**src/rtl/pmu_pkg.sv**
```systemverilog
package pmu_pkg;
  localparam int REG_W     = 8;
  localparam int WFLAG_BIT = 7;
  localparam int WACK_BIT  = 6;
  localparam int PFLAG_BIT = 3;
  localparam int PACK_BIT  = 2;
  localparam int PDEN_BIT  = 1;
  localparam int PMODE_BIT = 0;
  localparam int SYNC_DEF  = 2;
endpackage

```
**src/rtl/pmu_sync.sv**
```systemverilog
module pmu_sync #(
  parameter int STAGES = 2
) (
  input  logic clk_i,
  input  logic rst_ni,
  input  logic d_i,
  output logic q_o
);
  logic [STAGES-1:0] chain_q;

  always_ff @(posedge clk_i or negedge rst_ni) begin
    if (!rst_ni) chain_q <= '0;
    else         chain_q <= {chain_q[STAGES-2:0], d_i};
  end

  assign q_o = chain_q[STAGES-1];
endmodule

```
**src/rtl/pmu_sticky.sv**
```systemverilog
module pmu_sticky (
  input  logic clk_i,
  input  logic rst_ni,
  input  logic set_i,
  input  logic clr_i,
  output logic q_o
);
  // set dominates clear
  always_ff @(posedge clk_i or negedge rst_ni) begin
    if (!rst_ni)    q_o <= 1'b0;
    else if (set_i) q_o <= 1'b1;
    else if (clr_i) q_o <= 1'b0;
  end
endmodule

```
**src/rtl/pmu_wonce.sv**
```systemverilog
module pmu_wonce (
  input  logic clk_i,
  input  logic rst_ni,
  input  logic wr_i,
  input  logic d_i,
  output logic q_o,
  output logic locked_o
);
  always_ff @(posedge clk_i or negedge rst_ni) begin
    if (!rst_ni) begin
      q_o      <= 1'b0;
      locked_o <= 1'b0;
    end else if (wr_i && !locked_o) begin
      q_o      <= d_i;
      locked_o <= 1'b1;
    end
  end
endmodule

```
**src/rtl/pmu_stat_ctrl.sv**
```systemverilog
module pmu_stat_ctrl
  import pmu_pkg::*;
#(
  parameter int SYNC_STAGES = SYNC_DEF,
  parameter int NUM_CFG     = 2
) (
  input  logic             clk_i,
  input  logic             rst_ni,
  input  logic             sel_i,
  input  logic             we_i,
  input  logic [REG_W-1:0] wdata_i,
  output logic [REG_W-1:0] rdata_o,
  input  logic             lvw_i,
  input  logic             ppd_exit_i,
  output logic             pd_en_o,
  output logic             pd_mode_o
);
  localparam int CFG_LSB = PMODE_BIT;

  logic               wr;
  logic               lvw_sync;
  logic               warn_q;
  logic               ppd_q;
  logic [NUM_CFG-1:0] cfg_q;
  logic [NUM_CFG-1:0] cfg_lock;
  logic [REG_W-1:0]   reg_val;
  logic               unused_wdata;

  assign wr = sel_i & we_i;
  assign unused_wdata = ^{wdata_i[WFLAG_BIT], wdata_i[5:4], wdata_i[PFLAG_BIT]};

  pmu_sync #(.STAGES(SYNC_STAGES)) u_sync (
    .clk_i (clk_i),
    .rst_ni(rst_ni),
    .d_i   (lvw_i),
    .q_o   (lvw_sync)
  );

  // level-driven set: ack can only win once the level is gone
  pmu_sticky u_warn (
    .clk_i (clk_i),
    .rst_ni(rst_ni),
    .set_i (lvw_sync),
    .clr_i (wr & wdata_i[WACK_BIT]),
    .q_o   (warn_q)
  );

  pmu_sticky u_ppd (
    .clk_i (clk_i),
    .rst_ni(rst_ni),
    .set_i (ppd_exit_i),
    .clr_i (wr & wdata_i[PACK_BIT]),
    .q_o   (ppd_q)
  );

  for (genvar i = 0; i < NUM_CFG; i++) begin : g_cfg
    pmu_wonce u_wo (
      .clk_i   (clk_i),
      .rst_ni  (rst_ni),
      .wr_i    (wr),
      .d_i     (wdata_i[CFG_LSB+i]),
      .q_o     (cfg_q[i]),
      .locked_o(cfg_lock[i])
    );
  end

  assign pd_mode_o = cfg_q[PMODE_BIT-CFG_LSB];
  assign pd_en_o   = cfg_q[PDEN_BIT-CFG_LSB];

  always_comb begin
    reg_val            = '0;
    reg_val[WFLAG_BIT] = warn_q;
    reg_val[PFLAG_BIT] = ppd_q;
    reg_val[PDEN_BIT]  = pd_en_o;
    reg_val[PMODE_BIT] = pd_mode_o;
  end

  assign rdata_o = sel_i ? reg_val : '0;
endmodule

```
**config.mk**
```make
export PLATFORM = sky130hd
export DESIGN_NAME = pmu_stat_ctrl
export DESIGN_NICKNAME = d
export VERILOG_FILES = /design/src/rtl/pmu_pkg.sv /design/src/rtl/pmu_sync.sv /design/src/rtl/pmu_sticky.sv /design/src/rtl/pmu_wonce.sv /design/src/rtl/pmu_stat_ctrl.sv
export SDC_FILE = /design/constraint.sdc
export NUM_CORES = 1
export LEC_CHECK = 0
export BUFFER_PORTS_ARGS = -buffer_cell sky130_fd_sc_hd__buf_4
export CORE_AREA = 2 2 39 41
export DETAILED_ROUTE_END_ITERATION = 10
export DIE_AREA = 0 0 41 43
export GPL_TIMING_DRIVEN = 0
export PLACE_DENSITY = 0.6
export SYNTH_ARGS = -nofsm -noshare
export SYNTH_HDL_FRONTEND = slang
export SYNTH_SLANG_ARGS = --single-unit
```
**constraint.sdc**
```tcl
create_clock -name clk_i -period 1.6 [get_ports clk_i]
set_input_delay 0.32 -clock clk_i [delete_from_list [all_inputs] [get_ports clk_i]]
set_output_delay 0.32 -clock clk_i [all_outputs]
set_load 0.005 [all_outputs]
```
==> results.json <==
{
  "synth-edff-count": 0,
  "pin_count": 24,
  "portBuffers": 14,
  "setup.worst_path.end": "rdata_o[0]",
  "total_power_uw": 461.8,
  "path_delay_family": "flip-flops",
  "hold_viol": 0,
  "initial_core_util": 0.2622,
  "root_buffer": "clkbuf_4",
  "final_area_um2": 531.8,
  "synthArstFlopShare": 1.000,
  "syn_area_um2": 362.8,
  "cts_resized": 0,
  "hold_buffers": 1,
  "synthFlopType": "dfrtp_1",
  "ant_nets": 0,
  "postCtsSetupBuffers": 0,
  "die_w_um": 41,
  "h-tree-depth": 1,
  "period_needed_ps": 1269,
  "worst_hold_path_type": "in -> reg",
  "ys_top_cells_by_area": "dfrtp_1, and2_2, buf_4",
  "cts_num_sinks": 8,
  "yosysSeqAreaShare": 0.5517,
  "grtUsageMet1": 0.06977,
  "critPathLaunchType": "flop",
  "finalCritPeriodShare": 0.7934,
  "r2r_start": "g_cfg[0].u_wo.locked_o$_DFFE_PN0P_",
  "power.leakage_nw": 0.2608,
  "worstPathCellList": "and2_2 -> buf_4",
  "crit_buf_inv": 1,
  "rr_endpoint": "g_cfg[0].u_wo.q_o$_DFFE_PN0P_",
  "synthToLayoutAreaGrowth_pct": 46.55,
  "wl_per_cell_um": 8.631,
  "synth_top_area_cell": "dfrtp_1",
  "wl_um": 561,
  "clk_latency_ps": 240,
  "cp.required_ps": 1280,
  "rsz0062_at_grt": "no",
  "cp.arrival_ps": 950,
  "ff2ff_path_depth": 2,
  "final_max_slew_viol_count": 0,
  "drive_gt1_frac": 0.6122,
  "grt_pass1_wl_um": 903,
  "grt_max_degree": 11,
  "place_congestion": 0.6218,
  "use_met2": 0.1281,
  "cts_tree": "yes",
  "crit_start": "g_cfg[0].u_wo.q_o$_DFFE_PN0P_",
  "drt-pass1-iter-count": 2,
  "placed_area_um2": 499.2,
  "gr-total-overflow": 0,
  "num_antenna_cells": 0,
  "path_clk_slew_ps": 50,
  "synthTopCellsByCount": "dfrtp_1, and2_2, buf_4",
  "cts_made_buffers": 3,
  "synth_cell_type_count": 10,
  "setup_tns_ps": 0,
  "critPathMaxFanout": 3,
  "max-cap-violations": 0,
  "hpwl_um": 447.5,
  "status": "finished clean",
  "power-per-cell-area_mw_per_mm2": 868.5,
  "busiest_layer": "met2",
  "ys_ff_latch": 8,
  "antenna_found_initial": 0,
  "synth_top_area_frac": 0.5517,
  "whs_ps": 182.3,
  "setup_violations": 0,
  "synth_warnings": 0,
  "met3_usage": 0.06283,
  "fmax_ghz": 0.7878,
  "drtIter0Drc": 6,
  "peakVddDrop_mv": 0.4219,
  "fin_nets": 65,
  "criticalPathCategory": "reg -> out",
  "grt_pass1_vias": 236,
  "clock_skew_ps": 1.701,
  "reg2reg_slack_ps": 650,
  "die_area_mm2": 0.001763,
  "dr_total_vias": 256,
  "cp-end-kind": "output pin",
  "max_stage_delay_ps": 390,
  "post-route-drc-count": 0,
  "yosys.cell_count.top_type": "dfrtp_1",
  "synthCells": 28,
  "cp.depth": 2,
  "core_mm2": 0.001384,
  "track_usage": 0.08418,
  "post_drt_via_cell_ratio": 3.938,
  "die_h_um": 43,
  "num_rows": 14,
  "slowest_stage": "dfrtp_1",
  "clock_path_buffers": 2,
  "syn_avg_cell_area_um2": 12.96
}
==> state kept, by name, summed over array words and instances, names as in the netlist <==
name	count
g_cfg.u_wo.locked_o	2
g_cfg.u_wo.q_o	2
u_ppd.q_o	1
u_sync.chain_q	2
u_warn.q_o	1
==> cell families (layout without fill, tap and decap cells) <==
group / count (synthesis) / after routing / share of synthesized area
other: 1 / 4 / 0.01033
flip-flops: 8 / 8 / 0.5517
AO/OA/AOI/OAI: 4 / 4 / 0.08965
buffers and inverters: 5 / 23 / 0.1138
AND/OR/NAND/NOR: 8 / 8 / 0.1517
multiplexers: 2 / 2 / 0.08276
==> area by class of cell <==
type / count / area (um^2)
repair buffers: 15 / 115.1
well taps: 16 / 20.02
clock buffers: 3 / 22.52
plain buffers: 5 / 41.29
flip-flops and latches: 8 / 200.2
fillers: 141 / 852.1
multi-input cells: 18 / 132.6
==> placed cells by master, fill, tap and decap left out, drive strengths merged <==
cell,n
nand3b,2
conb,4
dlygate4sd3,1
and2,4
buf,19
a21o,4
clkbuf,3
nand3,2
mux2,2
dfrtp,8
==> where the power goes <==
part / leakage (nW) / internal (mW) / switching (mW)
registers: 0.0847 / 0.217 / 0.00761
clock network: 0.0138 / 0.0853 / 0.0613
logic: 0.162 / 0.0632 / 0.0274
==> how the worst min path moves through the flow <==
| stage | depth (start not counted) | start | to | slack [ps] |
|---|---|---|---|---|
| after floorplan | 0 | rst_ni | g_cfg[0].u_wo.locked_o$_DFFE_PN0P_ | 20 |
| after global placement | 1 | rst_ni | g_cfg[0].u_wo.locked_o$_DFFE_PN0P_ | 150 |
| after detailed placement | 1 | rst_ni | g_cfg[1].u_wo.locked_o$_DFFE_PN0P_ | 140 |
| after CTS | 1 | lvw_i | u_sync.chain_q[0]$_DFF_PN0_ | 170 |
| after global routing | 1 | lvw_i | u_sync.chain_q[0]$_DFF_PN0_ | 160 |
| final | 1 | lvw_i | u_sync.chain_q[0]$_DFF_PN0_ | 180 |
==> metal layers <==
layer / routed length (um) / up-vias
met2: 324 / 11
met1: 189 / 118
met5: 0 / -
li1: - / 127
met4: 0 / 0
met3: 47 / 0
==> metrics by stage <==
step	util	worst slack (ps)	cells
floorplan	-	666.7	31
global placement	0.3608	532.9	61
detailed placement	0.3608	532.6	61
CTS	0.3843	316.0	65
global route	0.3843	282.2	65
finish	0.3843	330.6	65
Note: power is estimated with default switching activity, not from simulation.
